## config.mk

```make
export PLATFORM = sky130hd
export DESIGN_NAME = bypass_interlock_ctrl
export DESIGN_NICKNAME = d
export VERILOG_FILES = /design/src/rtl/bypass_pkg.sv /design/src/rtl/operand_src_sel.sv /design/src/rtl/store_data_bypass.sv /design/src/rtl/load_use_interlock.sv /design/src/rtl/bypass_interlock_ctrl.sv
export SDC_FILE = /design/constraint.sdc
export NUM_CORES = 1
export LEC_CHECK = 0
export ABC_AREA = 0
export BUFFER_PORTS_ARGS = -buffer_cell sky130_fd_sc_hd__buf_2
export CELL_PAD_IN_SITES_DETAIL_PLACEMENT = 2
export CELL_PAD_IN_SITES_GLOBAL_PLACEMENT = 2
export CORE_MARGIN = 2
export CORE_UTILIZATION = 41
export DETAILED_ROUTE_END_ITERATION = 7
export HOLD_SLACK_MARGIN = 0.06
export PLACE_DENSITY_LB_ADDON = 0.05
export REMOVE_ABC_BUFFERS = 1
export SKIP_CTS_REPAIR_TIMING = 1
export SYNTH_ARGS = -nofsm -noshare
export SYNTH_HDL_FRONTEND = slang
export SYNTH_SLANG_ARGS = --single-unit
```

## constraint.sdc

```tcl
create_clock -name clk -period 2.7 [get_ports clk]
set_input_delay 0.27 -clock clk [delete_from_list [all_inputs] [get_ports clk]]
set_output_delay 0.27 -clock clk [all_outputs]
set_load 0.05 [all_outputs]
```

## src/rtl/bypass_pkg.sv

```systemverilog
package bypass_pkg;

  // Operand source select codes seen by the datapath muxes
  typedef enum logic [1:0] {
    SRC_REGFILE = 2'd0,
    SRC_EXMEM   = 2'd1,
    SRC_MEMWB   = 2'd2
  } fwd_src_e;

  localparam int unsigned NUM_OPERANDS = 3;  // ALU A, ALU B, zero-test

endpackage

```

## src/rtl/operand_src_sel.sv

```systemverilog
module operand_src_sel
  import bypass_pkg::*;
#(
  parameter int unsigned REG_W = 5
) (
  input  logic [REG_W-1:0] src_reg,
  input  logic             src_used,
  input  logic [REG_W-1:0] exm_rd,
  input  logic             exm_we,
  input  logic             exm_ld,
  input  logic [REG_W-1:0] mwb_rd,
  input  logic             mwb_we,
  output fwd_src_e         sel,
  output logic             hit_exm,
  output logic             hit_mwb
);

  localparam logic [REG_W-1:0] ZERO_REG = '0;

  // A producer matches when it writes a real register equal to the source
  function automatic logic produces(input logic [REG_W-1:0] rd,
                                    input logic             we,
                                    input logic [REG_W-1:0] src);
    return we && (rd != ZERO_REG) && (rd == src);
  endfunction

  always_comb begin
    hit_exm = src_used && !exm_ld && produces(exm_rd, exm_we, src_reg);
    hit_mwb = src_used && produces(mwb_rd, mwb_we, src_reg);
    if (hit_exm)      sel = SRC_EXMEM;
    else if (hit_mwb) sel = SRC_MEMWB;
    else              sel = SRC_REGFILE;
  end

  always_comb begin

    zero_src_chk: assert ((sel == SRC_REGFILE) || (src_reg != ZERO_REG));

    load_not_bypassed_chk: assert (!(exm_ld && (sel == SRC_EXMEM)));
  end

endmodule

```

## src/rtl/store_data_bypass.sv

```systemverilog
module store_data_bypass #(
  parameter int unsigned REG_W = 5
) (
  input  logic             exm_st,
  input  logic [REG_W-1:0] exm_rs2,
  input  logic [REG_W-1:0] mwb_rd,
  input  logic             mwb_we,
  output logic             st_fwd
);

  localparam logic [REG_W-1:0] ZERO_REG = '0;

  function automatic logic data_hit(input logic [REG_W-1:0] rd,
                                    input logic             we,
                                    input logic [REG_W-1:0] data_reg);
    return we && (rd != ZERO_REG) && (rd == data_reg);
  endfunction

  always_comb st_fwd = exm_st && data_hit(mwb_rd, mwb_we, exm_rs2);

  always_comb begin

    st_fwd_needs_store_chk: assert (!st_fwd || exm_st);
  end

endmodule

```

## src/rtl/load_use_interlock.sv

```systemverilog
module load_use_interlock #(
  parameter int unsigned REG_W = 5
) (
  input  logic             idex_ld,
  input  logic             idex_we,
  input  logic [REG_W-1:0] idex_rd,
  input  logic [REG_W-1:0] id_rs1,
  input  logic [REG_W-1:0] id_rs2,
  input  logic             id_use1,
  input  logic             id_use2,
  input  logic             id_st,
  output logic             raw1,
  output logic             raw2,
  output logic             stall
);

  localparam logic [REG_W-1:0] ZERO_REG = '0;

  function automatic logic load_feeds(input logic [REG_W-1:0] src,
                                      input logic             used);
    return used && idex_ld && idex_we && (idex_rd != ZERO_REG) && (idex_rd == src);
  endfunction

  always_comb begin
    raw1  = load_feeds(id_rs1, id_use1);
    raw2  = load_feeds(id_rs2, id_use2);
    // store data can be bypassed late, so it does not hold decode
    stall = raw1 || (raw2 && !id_st);
  end

  always_comb begin

    store_data_exempt_chk: assert (!(id_st && raw2 && !raw1 && stall));

    stall_needs_load_chk: assert (!stall || idex_ld);
  end

endmodule

```

## src/rtl/bypass_interlock_ctrl.sv

```systemverilog
module bypass_interlock_ctrl
  import bypass_pkg::*;
#(
  parameter int unsigned REG_W = 5
) (
  input  logic             clk,
  input  logic             rst_n,
  input  logic [REG_W-1:0] id_rs1,
  input  logic [REG_W-1:0] id_rs2,
  input  logic [REG_W-1:0] id_rd,
  input  logic             id_rs1_used,
  input  logic             id_rs2_used,
  input  logic             id_reg_we,
  input  logic             id_is_load,
  input  logic             id_is_store,
  input  logic             id_is_branch,
  output logic             stall,
  output logic [1:0]       fwd_a_sel,
  output logic [1:0]       fwd_b_sel,
  output logic [1:0]       fwd_z_sel,
  output logic             st_data_fwd
);

  // Tag entry held between decode and execute
  typedef struct packed {
    logic [REG_W-1:0] rs1;
    logic [REG_W-1:0] rs2;
    logic [REG_W-1:0] rd;
    logic             use1;
    logic             use2;
    logic             we;
    logic             ld;
    logic             st;
    logic             br;
  } ex_tag_t;

  // Tag entry held between execute and memory
  typedef struct packed {
    logic [REG_W-1:0] rs2;
    logic [REG_W-1:0] rd;
    logic             we;
    logic             ld;
    logic             st;
  } mem_tag_t;

  // Tag entry held between memory and writeback
  typedef struct packed {
    logic [REG_W-1:0] rd;
    logic             we;
  } wb_tag_t;

  ex_tag_t  id_tag, idex_q;
  mem_tag_t exmem_q;
  wb_tag_t  memwb_q;

  logic     raw1, raw2;
  fwd_src_e op_sel [NUM_OPERANDS];
  logic     op_hit_exm [NUM_OPERANDS];
  logic     op_hit_mwb [NUM_OPERANDS];
  logic [REG_W-1:0] op_src  [NUM_OPERANDS];
  logic             op_used [NUM_OPERANDS];

  always_comb begin
    id_tag.rs1  = id_rs1;
    id_tag.rs2  = id_rs2;
    id_tag.rd   = id_rd;
    id_tag.use1 = id_rs1_used;
    id_tag.use2 = id_rs2_used;
    id_tag.we   = id_reg_we;
    id_tag.ld   = id_is_load;
    id_tag.st   = id_is_store;
    id_tag.br   = id_is_branch;
  end

  // Tag pipeline: a stall drops an empty entry into execute
  always_ff @(posedge clk or negedge rst_n) begin
    if (!rst_n) begin
      idex_q  <= '0;
      exmem_q <= '0;
      memwb_q <= '0;
    end else begin
      idex_q      <= stall ? '0 : id_tag;
      exmem_q.rs2 <= idex_q.rs2;
      exmem_q.rd  <= idex_q.rd;
      exmem_q.we  <= idex_q.we;
      exmem_q.ld  <= idex_q.ld;
      exmem_q.st  <= idex_q.st;
      memwb_q.rd  <= exmem_q.rd;
      memwb_q.we  <= exmem_q.we;
    end
  end

  load_use_interlock #(.REG_W(REG_W)) u_interlock (
    .idex_ld (idex_q.ld),
    .idex_we (idex_q.we),
    .idex_rd (idex_q.rd),
    .id_rs1  (id_rs1),
    .id_rs2  (id_rs2),
    .id_use1 (id_rs1_used),
    .id_use2 (id_rs2_used),
    .id_st   (id_is_store),
    .raw1    (raw1),
    .raw2    (raw2),
    .stall   (stall)
  );

  // Operand channels: 0 = ALU A, 1 = ALU B, 2 = branch zero-test
  always_comb begin
    op_src[0]  = idex_q.rs1;
    op_used[0] = idex_q.use1;
    op_src[1]  = idex_q.rs2;
    op_used[1] = idex_q.use2;
    op_src[2]  = idex_q.rs1;
    op_used[2] = idex_q.use1 && idex_q.br;
  end

  for (genvar ch = 0; ch < NUM_OPERANDS; ch++) begin : g_operand
    operand_src_sel #(.REG_W(REG_W)) u_sel (
      .src_reg  (op_src[ch]),
      .src_used (op_used[ch]),
      .exm_rd   (exmem_q.rd),
      .exm_we   (exmem_q.we),
      .exm_ld   (exmem_q.ld),
      .mwb_rd   (memwb_q.rd),
      .mwb_we   (memwb_q.we),
      .sel      (op_sel[ch]),
      .hit_exm  (op_hit_exm[ch]),
      .hit_mwb  (op_hit_mwb[ch])
    );
  end

  store_data_bypass #(.REG_W(REG_W)) u_store_bypass (
    .exm_st  (exmem_q.st),
    .exm_rs2 (exmem_q.rs2),
    .mwb_rd  (memwb_q.rd),
    .mwb_we  (memwb_q.we),
    .st_fwd  (st_data_fwd)
  );

  assign fwd_a_sel = op_sel[0];
  assign fwd_b_sel = op_sel[1];
  assign fwd_z_sel = op_sel[2];


  bubble_after_stall_chk: assert property (@(posedge clk) disable iff (!rst_n)
    stall |=> (idex_q == '0));


  stall_once_chk: assert property (@(posedge clk) disable iff (!rst_n)
    stall |=> !stall);


  store_late_data_chk: assert property (@(posedge clk) disable iff (!rst_n)
    (idex_q.st && exmem_q.ld && exmem_q.we && (exmem_q.rd != '0) &&
     (exmem_q.rd == idex_q.rs2)) |=> st_data_fwd);


  zero_test_idle_chk: assert property (@(posedge clk) disable iff (!rst_n)
    !idex_q.br |-> (fwd_z_sel == 2'd0));


  newer_wins_chk: assert property (@(posedge clk) disable iff (!rst_n)
    (op_hit_exm[0] && op_hit_mwb[0]) |-> (fwd_a_sel == 2'd1));

endmodule

```

Word level (Yosys, flattened, before mapping):

Cells that the tools add are included.

* register bits: 40
* input bits: 23
* output and inout port bits: 8
* logic and storage cells: 63

* eq/ne operators: 7
* multiplexer cells: 7
* reduce and logical (&&, ||, !) cells: 33

Operators by type and width (count)
* 5-bit equality test: 7
* 1-bit logical AND: 27
* 21-bit 2-to-1 mux: 1
* 5-bit nonzero test: 3
* 2-bit 2-to-1 mux: 6
* 1-bit zero test: 2
* 1-bit logical OR: 1

Logic depth before layout (Yosys ltp):

* word-level depth: 7
* mapped depth: 5
* mapped depth without buffers: 4

Hierarchy:

From an unflattened synthesis, not the netlist that was laid out.

* cell total of the unflattened synthesis: 169
* area total of the unflattened synthesis: 1971.9 um^2

By module, submodules not included
* bypass_interlock_ctrl: times used 1, cells an instance 64, area an instance 1211.2 um^2, sequential area each 1001.0 um^2
* operand_src_sel: times used 3, cells an instance 25, area an instance 176.4 um^2, sequential area each 0.0 um^2
* load_use_interlock: times used 1, cells an instance 20, area an instance 155.1 um^2, sequential area each 0.0 um^2
* store_data_bypass: times used 1, cells an instance 10, area an instance 76.3 um^2, sequential area each 0.0 um^2

Worst setup path before layout:

Ideal clock, no wire load.

* kind: register -> output
* start: reg exmem_q[4] in the netlist's numbering
* end: out fwd_a_sel[1]
* arrival time: 2.259 ns
* required time: 2.430 ns
* slack: 0.171 ns
* stages on the path, launching flop included: 5
* path buffers: 0
* cells stage by stage: dfrtp_1 > or4_1 > o21ai_2 > nor3_2 > nor3_1

* longest elaborated chain between the ends: 5
* elaborated cells between the ends (all ways): 6
* classes of those cells: eq/ne: 1; mux: 1; reduce/logical: 4

RTL lines
* from (decl): line bypass_interlock_ctrl.sv:53 `mem_tag_t exmem_q;`
* 5-bit nonzero test: line operand_src_sel.sv:24 `return we && (rd != ZERO_REG) && (rd == src);`
* 1-bit logical AND: line operand_src_sel.sv:24
* 1-bit logical AND *: line operand_src_sel.sv:24
* 1-bit logical AND *: line operand_src_sel.sv:28 `hit_exm = src_used && !exm_ld && produces(exm_rd, exm_we, src_reg);`
* via g_operand[0].u_sel.hit_exm: line operand_src_sel.sv:14 `output logic hit_exm,`
* 2-bit 2-to-1 mux *: line operand_src_sel.sv:30 `if (hit_exm) sel = SRC_EXMEM;`
* to (decl): line bypass_interlock_ctrl.sv:18 `output logic [1:0] fwd_a_sel,`

Mark *: on every way through the listed nets, which the timed path passes. The rest lies on a longest branch.

Worst setup path after layout:

* start: reg idex_q[8] in the netlist's numbering
* end: out stall

* longest elaborated chain between the ends: 5
* elaborated cells between the ends (all ways): 9
* classes of those cells: eq/ne: 2; reduce/logical: 7

RTL lines
* from (decl): line bypass_interlock_ctrl.sv:52 `ex_tag_t id_tag, idex_q;`
* from (signal assigned): line bypass_interlock_ctrl.sv:82 `idex_q <= stall ? '0 : id_tag;`
* 5-bit nonzero test: line load_use_interlock.sv:21 `return used && idex_ld && idex_we && (idex_rd != ZERO_REG) && (idex_rd == src);`
* 1-bit logical AND (2 in series): line load_use_interlock.sv:21
* 1-bit logical AND: line load_use_interlock.sv:28 `stall = raw1 || (raw2 && !id_st);`
* 1-bit logical OR *: line load_use_interlock.sv:28
* to (decl): line bypass_interlock_ctrl.sv:17 `output logic stall,`

Mark *: on every way between the ends. The rest lies on a longest branch, timed or not.

==> flow_metrics.py <==
metrics = {
    "status": {
        "status": "complete, no violations",
    },
    "layout": {
        "drive_gt1_share_pct": 40.00,
        "fin_nets": 193,
        "synthToLayoutAreaGrowth_pct": 14.22,
        "fill_cells": 453,
        "diodes": 0,
    },
    "pwr": {
        "swShare_pct": 25.21,
        "clockPowerShare_pct": 32.0,
        "leakage_nw": 0.9238,
        "sequentialPowerShare_pct": 57.3,
        "power_mw": 1.165,
        "irDropWorstVdd_v": 0.0002877,
        "netSwitchingPower_uw": 293.6,
        "p_int_uw": 871.0,
        "power.density_nw_per_um2": 546.5,
        "p_comb_share_pct": 10.7,
    },
    "global_route": {
        "grt_pass1_wl_um": 7031,
        "antenna_found_initial": 0,
        "track_usage_pct": 18.65,
        "grt_pass1_vias": 1344,
        "grt_max_degree": 41,
        "overflow": 0,
    },
    "clocking": {
        "clkTransAtPathRegs_ns": 0.07,
        "clk-insertion-delay-late_ns": 0.29,
        "root_buffer": "clkbuf_8",
        "htreeDepth": 2,
        "clock-sinks": 40,
        "cts_buffers": 5,
        "cts_tree": "done",
        "clockBufferDepth": 2,
    },
    "drt": {
        "detail_route.vias_per_cell": 5.230,
        "ant_nets": 0,
        "wire_per_inst_um": 19.38,
        "drt-total-wl_um": 4303,
        "firstDrtPassIters": 4,
        "drc": 0,
        "drt-initial-drc-count": 32,
        "via_count": 1161,
    },
    "yosys": {
        "synthFlopType": "dfrtp_1",
        "ys_seq_elements": 40,
        "synth_xor_area_share_pct": 15.02,
        "yosys-top-cells-area": "dfrtp_1 54%, nor3b_2 13%, xnor2_1 9.9%, xor2_1 5.2%, buf_6 2.4%",
        "synth.distinct_cells": 29,
        "ys_async_sr_fraction_pct": 100.0,
        "avgSynthCellArea_um2": 13.62,
        "synth_area_um2": 1866,
        "synth_edf_count": 0,
        "synth_common_cells": "40 x dfrtp_1, 21 x xnor2_1, 20 x nor3b_2",
        "yosys.area_share.simple_pct": 25.02,
        "synth_cells": 137,
        "synth_top_family_by_area": "simple AND/OR/NAND/NOR gates",
        "synth_fa_ha_area_share_pct": 0,
        "synth_compound_area_share_pct": 2.079,
        "yosysTopAreaCell": "dfrtp_1",
        "synth_top_cell_area_share_pct": 53.66,
        "synth.area.mux_share_pct": 0,
        "seq_area_frac_synth_pct": 53.66,
        "ys.warnings.count": 0,
        "synthMostInstantiatedCell": "dfrtp_1",
    },
    "setup_path": {
        "cp_cell_sequence": "xnor2_1 -> nand4_1 -> nor3_4 -> or2_2 -> buf_2",
        "crit_path_start": "idex_q[8]",
        "worstPathArrival_ns": 2.20,
        "reg2reg_depth": 4,
        "r2r_start": "idex_q[8]",
        "worstPathRequired_ns": 2.43,
        "end_kind": "primary output",
        "crit_slowest_cell": "nor3_4",
        "r2r_end": "idex_q[2]",
        "worst-path-buf-inv": 1,
        "crit_type": "reg2out",
        "reg2reg_setup_slack_ns": 0.69,
        "max_stage_delay_ns": 0.59,
        "path_max_fanout": 11,
        "cp-start-kind": "flip-flop",
        "path_depth": 5,
        "crit_path_end": "stall",
        "critPathTopFamily": "simple AND/OR/NAND/NOR gates",
    },
    "sta": {
        "finalSetupViolCount": 0,
        "post-route-period-util_pct": 91.49,
        "min_period_ns": 2.470,
        "tightest_slew_ns": 1.035,
        "final.setup.tns_ns": 0,
        "setup_ws_ns": 0.2298,
        "rsz0062_at_grt": "no",
        "max_clock_freq_ghz": 0.4048,
        "hold_ws_ns": 0.1002,
        "slew_violations": 0,
        "hold_violations": 0,
        "skew_ns": 0.004421,
        "max-slew-margin-rel_pct": 30.63,
    },
    "floorplan": {
        "fp.dieW_um": 71.46,
        "die_area_um2": 5106,
        "die_y_um": 71.46,
        "start_util_pct": 42.84,
        "placementRows": 24,
        "core_um2": 4354,
        "ios": 31,
    },
    "place": {
        "place_ws_ns": 0.1821,
        "numPortBuffers": 30,
        "finalWeightedCongestion": 0.7642,
        "hpwl_um": 3216,
    },
    "min_path": {
        "hp-class": "in2async",
    },
    "job": {
        "maxCapViolCount": 0,
    },
}
## layout by cell type (no fill, tap or decap)
cell type,Yosys,final
nor3_2,2,2
clkinv_2,0,1
xnor2_1,21,21
nand2_1,2,2
buf_2,0,30
buf_4,3,2
o21ai_2,1,1
nand3_1,2,2
nor3_1,3,3
or4_1,2,2
xor2_1,11,11
nor4b_2,1,1
nor2b_1,2,2
nand4_1,5,5
or2_2,1,1
nand2b_1,1,1
nor3b_2,20,20
clkbuf_8,0,5
nor4_4,0,1
nor2_4,1,1
nor4_1,3,3
and2_1,1,1
nor3_4,0,1
o21ai_1,1,1
inv_1,3,3
o221ai_1,1,1
a2111o_1,1,1
clkbuf_1,0,1
o21ai_0,1,1
and2b_2,1,1
dfrtp_1,40,40
nand4b_1,1,1
or4_4,1,1
## power groups by stage
stage          clock, mW  combinational [mW]  sequential (mW)
6_report           0.372               0.125            0.667
5_1_grt            0.413               0.138            0.673
4_1_cts            0.385               0.127            0.669
3_5_place_dp           0               0.126            0.680
3_3_place_gp           0               0.119            0.677
2_1_floorplan          0              0.0749            0.668
## state kept, by name, indices dropped and copies added (netlist names)
| name | flops |
|---|---|
| memwb_q | 6 |
| exmem_q | 13 |
| idex_q | 21 |
## how the worst min path moves through the flow
stage	endpoint	slack (ns)
floorplan	exmem_q[0]	-0.03
global placement	exmem_q[0]	0.34
detailed placement	exmem_q[0]	0.34
CTS	memwb_q[2]	0.13
global route	idex_q[14]	0.17
finish	exmem_q[11]	0.10
## worst register-to-register path, cell delays in order (launching register included)
cell and delay, ns:
dfrtp_1 0.45, xnor2_1 0.17, nand4_1 0.23, nor3_2 0.88, nor3b_2 0.12
## layout make-up
class	count	area, µm²	area share, %
sequential	40	1001	46.98
multi-input combinational	88	810.8	38.05
timing repair buffer	32	165.2	7.751
clock buffer	6	72.57	3.406
tap	52	65.06	3.053
inverter	3	11.26	0.5285
clock inverter	1	5.005	0.2349
## stage by stage
step | cell area (µm²) | util [%] | instances
final | 2131 | 48.94 | 222
after global routing | 2131 | 48.94 | 222
after CTS | 2121 | 48.71 | 221
after detailed placement | 2043 | 46.93 | 214
after global placement | 2043 | 46.93 | 214
after floorplan | 1798 | - | 130
## cells by family after synthesis
kind of cell / after synthesis
AND/OR/NAND/NOR: 50
flip-flops: 40
XOR/XNOR: 32
buffers and inverters: 10
AO/OA/AOI/OAI: 5
## layer usage
| layer | vias up | share of wire, % | track usage [%] |
|---|---|---|---|
| met5 | - | 0 | 0 |
| met4 | 0 | 1.6 | 6.918 |
| met2 | 32 | 55 | 33.95 |
| li1 | 533 | - | - |
| met3 | 7 | 3.9 | 4.501 |
| met1 | 589 | 39 | 21.09 |
(Power assumes the default switching activity.)
